**src/rtl/pcg_pkg.sv**
```systemverilog
package pcg_pkg;

    typedef enum logic [2:0] {
        ST_ACQUIRE,
        ST_IDLE_OFF,
        ST_DRIVE_ON,
        ST_DRAIN,
        ST_HALT
    } pcg_state_e;

    // Converts a time in nanoseconds to whole clock cycles.
    function automatic int unsigned ns_to_cycles(longint unsigned hz, longint unsigned ns);
        longint unsigned c;
        c = (hz * ns) / 64'd1000000000;
        return int'(c);
    endfunction

    // Converts a delay in milliseconds to whole timebase ticks.
    function automatic int unsigned ms_to_ticks(longint unsigned tick_hz, longint unsigned ms);
        longint unsigned c;
        c = (tick_hz * ms) / 64'd1000;
        return int'(c);
    endfunction

endpackage

```
**src/rtl/pcg_lock_qual.sv**
```systemverilog
module pcg_lock_qual #(
    parameter int LOCK_PULSES = 3
) (
    input  logic clk,
    input  logic rst_n,
    input  logic enable,
    input  logic hit,
    output logic lock_done
);
    localparam int W = $clog2(LOCK_PULSES + 1);
    localparam logic [W-1:0] LAST = W'(LOCK_PULSES - 1);

    logic [W-1:0] cnt_q;

    assign lock_done = enable && hit && (cnt_q == LAST);

    always_ff @(posedge clk or negedge rst_n) begin
        if (!rst_n) begin
            cnt_q <= '0;
        end else if (!enable) begin
            cnt_q <= '0;
        end else if (hit && !lock_done) begin
            cnt_q <= cnt_q + 1'b1;
        end
    end

    AST_LOCK_COUNT_BOUND: assert property (@(posedge clk) disable iff (!rst_n)
        cnt_q < W'(LOCK_PULSES));

endmodule

```
**src/rtl/pcg_neg_run.sv**
```systemverilog
module pcg_neg_run #(
    parameter int RUN_LEN = 3
) (
    input  logic clk,
    input  logic rst_n,
    input  logic enable,
    input  logic pos,
    input  logic neg,
    output logic run_done
);
    localparam int W = $clog2(RUN_LEN + 1);
    localparam logic [W-1:0] LAST = W'(RUN_LEN - 1);

    logic [W-1:0] cnt_q;

    assign run_done = enable && neg && (cnt_q == LAST);

    always_ff @(posedge clk or negedge rst_n) begin
        if (!rst_n) begin
            cnt_q <= '0;
        end else if (!enable || pos) begin
            cnt_q <= '0;
        end else if (neg && !run_done) begin
            cnt_q <= cnt_q + 1'b1;
        end
    end

    AST_RUN_COUNT_BOUND: assert property (@(posedge clk) disable iff (!rst_n)
        cnt_q < W'(RUN_LEN));
    AST_RUN_CLEARED_BY_POS: assert property (@(posedge clk) disable iff (!rst_n)
        pos |=> cnt_q == '0);

endmodule

```
**src/rtl/pcg_ontime_timer.sv**
```systemverilog
module pcg_ontime_timer #(
    parameter int SS_CYC  = 19,
    parameter int RUN_CYC = 25
) (
    input  logic clk,
    input  logic rst_n,
    input  logic run,
    input  logic soft_start,
    output logic expire
);
    localparam int LIM_MAX = (SS_CYC > RUN_CYC) ? SS_CYC : RUN_CYC;
    localparam int W = $clog2(LIM_MAX + 1);

    logic [W-1:0] cnt_q;
    logic [W-1:0] lim;

    assign lim    = soft_start ? W'(SS_CYC) : W'(RUN_CYC);
    assign expire = run && (cnt_q >= lim - 1'b1);

    always_ff @(posedge clk or negedge rst_n) begin
        if (!rst_n) begin
            cnt_q <= '0;
        end else if (!run) begin
            cnt_q <= '0;
        end else if (cnt_q < W'(LIM_MAX)) begin
            cnt_q <= cnt_q + 1'b1;
        end
    end

    AST_ONTIME_BOUND: assert property (@(posedge clk) disable iff (!rst_n)
        run |-> cnt_q < W'(LIM_MAX));
    AST_ONTIME_RESTART: assert property (@(posedge clk) disable iff (!rst_n)
        !run |=> cnt_q == '0);

endmodule

```
**src/rtl/pcg_drain_timer.sv**
```systemverilog
module pcg_drain_timer #(
    parameter int TICKS = 200
) (
    input  logic clk,
    input  logic rst_n,
    input  logic run,
    input  logic tick,
    output logic done
);
    localparam int W = $clog2(TICKS + 1);
    localparam logic [W-1:0] LAST = W'(TICKS - 1);

    logic [W-1:0] cnt_q;

    assign done = run && tick && (cnt_q == LAST);

    always_ff @(posedge clk or negedge rst_n) begin
        if (!rst_n) begin
            cnt_q <= '0;
        end else if (!run) begin
            cnt_q <= '0;
        end else if (tick && !done) begin
            cnt_q <= cnt_q + 1'b1;
        end
    end

    AST_DRAIN_BOUND: assert property (@(posedge clk) disable iff (!rst_n)
        cnt_q < W'(TICKS));
    AST_DRAIN_TICK_ONLY: assert property (@(posedge clk) disable iff (!rst_n)
        (run && !tick) |=> $stable(cnt_q));

endmodule

```
**src/rtl/pcg_decoder.sv**
```systemverilog
module pcg_decoder #(
    parameter int CLK_HZ      = 1000000,
    parameter int SS_ON_NS    = 19000,
    parameter int RUN_ON_NS   = 25000,
    parameter int TICK_HZ     = 1000,
    parameter int SHUT_MS     = 200,
    parameter int LOCK_PULSES = 3,
    parameter int RUN_LEN     = 3
) (
    input  logic clk,
    input  logic rst_n,
    input  logic pos_strobe,
    input  logic neg_strobe,
    input  logic soft_start,
    input  logic tick,
    output logic gate_on,
    output logic shutdown_req,
    output logic sync_locked
);
    import pcg_pkg::*;

    localparam int SS_CYC      = int'(ns_to_cycles(64'(CLK_HZ), 64'(SS_ON_NS)));
    localparam int RUN_CYC     = int'(ns_to_cycles(64'(CLK_HZ), 64'(RUN_ON_NS)));
    localparam int DRAIN_TICKS = int'(ms_to_ticks(64'(TICK_HZ), 64'(SHUT_MS)));

    pcg_state_e state_q, state_d;

    logic pos_q, neg_q;
    logic active, lock_done, run_done, cap_expire, drain_done;

    // A cycle with both polarities is treated as noise and dropped.
    assign pos_q  = pos_strobe && !neg_strobe;
    assign neg_q  = neg_strobe && !pos_strobe;
    assign active = (state_q == ST_ACQUIRE) || (state_q == ST_IDLE_OFF) ||
                    (state_q == ST_DRIVE_ON);

    pcg_lock_qual #(.LOCK_PULSES(LOCK_PULSES)) u_lock (
        .clk       (clk),
        .rst_n     (rst_n),
        .enable    (state_q == ST_ACQUIRE),
        .hit       (pos_q && soft_start),
        .lock_done (lock_done)
    );

    pcg_neg_run #(.RUN_LEN(RUN_LEN)) u_run (
        .clk      (clk),
        .rst_n    (rst_n),
        .enable   (active),
        .pos      (pos_q),
        .neg      (neg_q),
        .run_done (run_done)
    );

    pcg_ontime_timer #(.SS_CYC(SS_CYC), .RUN_CYC(RUN_CYC)) u_ontime (
        .clk        (clk),
        .rst_n      (rst_n),
        .run        (state_q == ST_DRIVE_ON),
        .soft_start (soft_start),
        .expire     (cap_expire)
    );

    pcg_drain_timer #(.TICKS(DRAIN_TICKS)) u_drain (
        .clk   (clk),
        .rst_n (rst_n),
        .run   (state_q == ST_DRAIN),
        .tick  (tick),
        .done  (drain_done)
    );

    // Next-state decision.
    always_comb begin
        state_d = state_q;
        unique case (state_q)
            ST_ACQUIRE: begin
                if (run_done)       state_d = ST_DRAIN;
                else if (lock_done) state_d = ST_IDLE_OFF;
            end
            ST_IDLE_OFF: begin
                if (run_done)   state_d = ST_DRAIN;
                else if (pos_q) state_d = ST_DRIVE_ON;
            end
            ST_DRIVE_ON: begin
                if (run_done)                 state_d = ST_DRAIN;
                else if (neg_q || cap_expire) state_d = ST_IDLE_OFF;
            end
            ST_DRAIN: begin
                if (drain_done) state_d = ST_HALT;
            end
            ST_HALT: state_d = ST_HALT;
            default: state_d = ST_HALT;
        endcase
    end

    // State register.
    always_ff @(posedge clk or negedge rst_n) begin
        if (!rst_n) state_q <= ST_ACQUIRE;
        else        state_q <= state_d;
    end

    // Moore outputs.
    always_comb begin
        gate_on      = 1'b0;
        shutdown_req = 1'b0;
        sync_locked  = 1'b0;
        unique case (state_q)
            ST_ACQUIRE:  ;
            ST_IDLE_OFF: sync_locked = 1'b1;
            ST_DRIVE_ON: begin
                sync_locked = 1'b1;
                gate_on     = 1'b1;
            end
            ST_DRAIN:    ;
            ST_HALT:     shutdown_req = 1'b1;
            default:     ;
        endcase
    end

    AST_GATE_RISE_ON_POS: assert property (@(posedge clk) disable iff (!rst_n)
        $rose(gate_on) |-> $past(pos_strobe && !neg_strobe));
    AST_GATE_NEEDS_LOCK: assert property (@(posedge clk) disable iff (!rst_n)
        $rose(gate_on) |-> $past(sync_locked));
    AST_HALT_STICKY: assert property (@(posedge clk) disable iff (!rst_n)
        shutdown_req |=> (shutdown_req && !gate_on && !sync_locked));
    AST_HALT_ON_TICK: assert property (@(posedge clk) disable iff (!rst_n)
        $rose(shutdown_req) |-> $past(tick));
    AST_BOTH_STROBES_HOLD_GATE: assert property (@(posedge clk) disable iff (!rst_n)
        (pos_strobe && neg_strobe && !gate_on) |=> !gate_on);

endmodule

```
**config.mk**
```make
export PLATFORM = sky130hd
export DESIGN_NAME = pcg_decoder
export DESIGN_NICKNAME = d
export VERILOG_FILES = /design/src/rtl/pcg_pkg.sv /design/src/rtl/pcg_lock_qual.sv /design/src/rtl/pcg_neg_run.sv /design/src/rtl/pcg_ontime_timer.sv /design/src/rtl/pcg_drain_timer.sv /design/src/rtl/pcg_decoder.sv
export SDC_FILE = /design/constraint.sdc
export NUM_CORES = 1
export LEC_CHECK = 0
export BUFFER_PORTS_ARGS = -buffer_cell sky130_fd_sc_hd__buf_2
export CORE_UTILIZATION = 44
export DETAILED_ROUTE_END_ITERATION = 12
export SLEW_MARGIN = 20
export SYNTH_ARGS = -nofsm -noshare
export SYNTH_HDL_FRONTEND = slang
export SYNTH_SLANG_ARGS = --single-unit
export TNS_END_PERCENT = 20
```
**constraint.sdc**
```tcl
create_clock -name clk -period 2.3 [get_ports clk]
set_clock_uncertainty 0.1 [all_clocks]
set_input_delay 0 -clock clk [delete_from_list [all_inputs] [get_ports clk]]
set_output_delay 0 -clock clk [all_outputs]
set_load 0.02 [all_outputs]
```
# After elaboration in Yosys (flattened, before gate mapping)
# Index checks and enable logic that the tools add are counted.
# totals
wordCells	73
in_bits	6
out_inout_bits	3
ff_bits	20
# op_classes
n_lt_le_gt_ge	2
add_sub_neg	5
eq_ne	14
reduce_logical	27
n_mux	20
# op_table
op	count
two-way mux 3 bit	7
two-way mux 8 bit	2
logical AND 1 bit	13
case mux 3 bit (4 select lines)	1
two-way mux 5 bit	2
adder 8 x 1 -> 8 bit, second input constant	1
== test 8 bit, second input constant	1
two-way mux 2 bit	4
inequality test 2 bit, second input constant	4
== test 3 x 2 -> 1 bit, second input constant	2
zero test 1 bit	6
inequality test 3 x 2 -> 1 bit, second input constant	2
adder 5 x 1 -> 5 bit, second input constant	1
>= comparator 5 bit	1
< comparator 5 bit, second input constant	1
subtractor 5 x 1 -> 5 bit, second input constant	1
adder 2 x 1 -> 2 bit, second input constant	2
== test 2 bit, second input constant	2
logical OR 1 bit	4
two-way mux 4 bit	1
AND reduction 4 bit	1
== test 3 x 1 -> 1 bit, second input constant	1
== test 3 bit, second input constant	1
zero test 3 bit	1
other kinds (4)	6

# Longest topological paths before layout
# depth
ltp_word	9
depth_mapped	6
mapped_depth_nobuf	6

# By module
# Synthesis repeated with hierarchy kept, for this count alone.
# hier_totals
cells_unflattened	130
hier_area_um2	1270.0
# by_module_without_submodules
module	n_inst	area_each_um2	seq_area_each_um2	cells_each
pcg_drain_timer	1	432.9	200.2	46
pcg_decoder	1	295.3	75.1	28
pcg_ontime_timer	1	295.3	125.1	32
pcg_neg_run	1	125.1	50.0	13
pcg_lock_qual	1	121.4	50.0	11

# Worst setup path before layout
# OpenSTA, ideal clock, no wires.
# synth_path
path_kind	register -> register
start	reg state_q[0]
end	reg state_q[0]
arrival_time_ns	1.467
required_ns	2.074
setup_time_ns	0.126
period_less_slack_ns	1.693
path_stages_with_launch	7
setup_slack_ns	0.607
cell_sequence	dfrtp_1 -> buf_4 -> or3b_1 -> buf_2 -> a221o_1 -> o22ai_1 -> mux2i_1
# synth_between
elab_chain_cells	7
elab_cells_between_ends	23
# synth_lines
element	line	rtl
from (decl)	pcg_decoder.sv:26	pcg_state_e state_q, state_d;
from (signal assigned)	pcg_decoder.sv:97	else state_q <= state_d;
== test 3 x 1 -> 1 bit / zero test 3 bit (equally long branches)	pcg_decoder.sv:34, pcg_decoder.sv:73, pcg_decoder.sv:40	
logical OR 1 bit (2 in a row)	pcg_decoder.sv:34	assign active = (state_q == ST_ACQUIRE) || (state_q == ST_IDLE_OFF) ||
logical AND 1 bit (2 in a row)	pcg_neg_run.sv:16	assign run_done = enable && neg && (cnt_q == LAST);
inequality test 3 x 2 -> 1 bit (no line) (tied with other cells)	--	
AND reduction 4 bit (no line) / case mux 3 bit (4 select lines) (equally long branches)	--	
# Several ways; a longest one is shown, not always the timed one.
# A chain may end at the register's enable or synchronous reset.

# Worst setup path in the final report
# layout_path
start	reg state_q[1]
end	reg state_q[0]
# Same word-level chain as after synthesis.

==> impl_metrics.yaml <==
cts:
  cts.sinks: 20
  clockRootBuffer: "clkbuf_4"
  clkTransAtPathRegs_ns: 0.12
  clkLatencyLatePin_ns: 0.31
  h-tree-depth: 1
  post_cts_resized: 0
  cts_made_buffers: 3
  cts_tree: "yes"
  ctsLongestPathBuffers: 2
run_status:
  status: "finished, final reports clean"
grt:
  grt_use_total_pct: 18.87
  grt_pass1_vias: 841
  grt_pass1_wl_mm: 3.795
  grt_start_max_net_pins: 21
  grt_antenna_before_repair: 0
  grt-ovfl-total: 0
sta:
  post-route-period-util_pct: 79.03
  min_period_ns: 1.818
  setup_ws_ns: 0.4823
  hold_viol_final: 0
  grt_setup_unrepaired: "no"
  fin_setup_tns_ns: 0
  slew_viol_final: 0
  setup_viol: 0
  tightestPinTransition_ns: 0.5959
  max-slew-margin-rel_pct: 59.64
  fmax_mhz: 550.2
synthesis:
  syn_inst: 122
  syn_area_um2: 1184
  post_synth.cell_area_avg_um2: 9.702
  synth_ff_type: "dfrtp_1"
  synth_area_leaders: "dfrtp_1 42%, ha_1 6.3%, xor2_1 5.9%, nor2_1 5.4%, mux2i_1 3.4%"
  synth_cell_types: 41
  yosysSeqAreaShare_pct: 42.28
  yosys_register_bits: 20
  synth-edff-count: 0
  syn_nets: 134
  async_flop_share_pct: 100.0
  synth.most_common_cell: "dfrtp_1"
  yosys_warnings: 0
  ys_top_cells_by_count: "20 x dfrtp_1, 17 x nor2_1, 8 x inv_1, 8 x xor2_1, 6 x ha_1"
  synth_top_area_share_pct: 42.28
  yosysTopAreaCell: "dfrtp_1"
power:
  switchingPower_mw: 0.2713
  p_int_mw: 0.5916
  irDropWorstVdd_v: 0.0005797
  seq_power_share_pct: 56.5
  clkPwrFrac_pct: 24.4
  p_per_area_nw_per_um2: 665.7
  power_mw: 0.8629
  power_leakage_nw: 0.6040
  comb_power_share_pct: 19.1
  p_sw_share_pct: 31.44
route:
  ant_nets: 0
  drt_iter0_drc: 12
  route.detailed.drc: 0
  drt_pass1_iterations: 4
  avgViaCountPerCell: 5.451
  route.detailed.wl_per_inst_um: 13.17
  wl_mm: 2.133
  vias: 883
place:
  dp.final_hpwl_mm: 1.507
  dp_slack_ns: 0.4966
  port-buffer-count: 8
  placed_area_um2: 1230
  gp_congestion: 0.8217
floorplanning:
  initial_core_util_pct: 47.35
  die_area_um2: 2901
  die_h_um: 53.87
  core_um2: 2500
  io_pins: 9
  rows: 18
  die_w_um: 53.87
hold_path:
  hold_class: "in2async"
worst_setup_path:
  path_class: "reg2reg"
  slowest_delay_ns: 0.53
  cp.buffers_inverters: 0
  rr_endpoint: "state_q[0]$_DFFE_PN0P_"
  path_depth: 4
  crit_slowest_cell: "dfrtp_1"
  crit_chain: "or3b_1, a221o_1, o22ai_1, mux2i_1"
  worstPathRequired_ns: 2.40
  r2r-start: "state_q[1]$_DFFE_PN0P_"
  cp-startpoint: "state_q[1]$_DFFE_PN0P_"
  endpoint_kind: "flop"
  path_delay_family: "flip-flops"
  reg2reg_setup_slack_ns: 0.48
  cp-start-kind: "flop"
  worstPathArrival_ns: 1.92
  rr_worst_depth: 4
  crit_fanout: 10
cells_and_area:
  final_area_um2: 1296
  drive_gt1_share_pct: 11.36
  layout.nets: 145
  syn_to_final_growth_pct: 9.513
  n_antenna_cell: 0
  fin_util_pct: 51.85
job:
  cap_violations: 0
[what timing repair did]
action | 4_1_cts | 5_1_grt
hold buffers | 3 | 0
buffers inserted | 0 | 0
hold endpoints to repair | 23 | 0
[worst max-delay path by stage]
stage               slack (ns)                endpoint
finish                    0.48  state_q[0]$_DFFE_PN0P_
CTS                       0.48  state_q[0]$_DFFE_PN0P_
global route              0.29  state_q[0]$_DFFE_PN0P_
detailed placement        0.50  state_q[0]$_DFFE_PN0P_
global placement          0.56  state_q[0]$_DFFE_PN0P_
floorplan                 0.61  state_q[0]$_DFFE_PN0P_
[metal layers]
| metal | vias to the layer above | global-route usage (%) | wire (um) |
|---|---|---|---|
| met2 | 16 | 30.45 | 978 |
| met3 | 4 | 5.932 | 104 |
| met4 | 0 | 5.263 | 28 |
| met5 | - | 0 | 0 |
| li1 | 452 | - | - |
| met1 | 411 | 24.08 | 1021 |
[placed cells by master, fill, tap and decap left out, drive strengths merged]
cell type    synthesis  final
nand2                5      5
nor2                17     17
a31oi                2      2
buf                  3      8
dlygate4sd3          0      3
a22oi                1      1
nand3b               2      2
o21a                 2      2
o311ai               2      2
nand2b               1      1
o211ai               2      2
a21oi                4      4
o21ai                4      4
and4                 1      1
dfrtp               20     20
nor3                 1      1
nand4                1      1
nor3b                1      1
mux2                 1      1
a221o                1      1
nand4b               1      1
o21bai               1      1
xnor2                4      4
clkbuf               2      4
inv                  8      8
nor4                 2      2
and2                 1      1
mux2i                4      4
o22ai                1      1
ha                   6      6
nand4bb              1      1
nand3                5      5
xor2                 8      8
or3b                 3      3
and3                 2      2
nor2b                1      1
nor4b                1      1
[power by group through the flow]
stage | sequential [mW] | clock [mW] | combinational [mW]
final | 0.487 | 0.211 | 0.165
after global routing | 0.498 | 0.232 | 0.197
after CTS | 0.486 | 0.216 | 0.167
after detailed placement | 0.491 | 0 | 0.162
after global placement | 0.489 | 0 | 0.159
after floorplan | 0.469 | 0 | 0.129
[flip-flops by register name, summed over array words and instances (netlist names)]
| signal | cells |
|---|---|
| u_lock.cnt_q | 2 |
| u_drain.cnt_q | 8 |
| state_q | 3 |
| u_ontime.cnt_q | 5 |
| u_run.cnt_q | 2 |
[layout make-up]
class	instances	area, um^2
Clock buffer	4	36.28
Fill cell	232	1204
Inverter	8	30.03
Multi-Input combinational cell	89	621.8
Sequential cell	20	500.5
Tap cell	30	37.54
Timing Repair Buffer	11	70.07
[through the flow]
| stage | instances | hold slack (ns) |
|---|---|---|
| detailed placement | 155 | -0.1294 |
| global route | 162 | 0.09394 |
| CTS | 162 | 0.05828 |
| finish | 162 | 0.04837 |
| floorplan | 122 | -0.3956 |
| global placement | 155 | -0.1247 |
[kinds of logic after synthesis]
kind of cell,share of synthesized area [%]
buffers and inverters,5.180
AO/OA/AOI/OAI,11.42
multiplexers,4.334
AND/OR/NAND/NOR,21.56
flip-flops,42.28
adder cells (fa/ha/maj),6.342
XOR/XNOR,8.879
(Power assumes the default switching activity.)
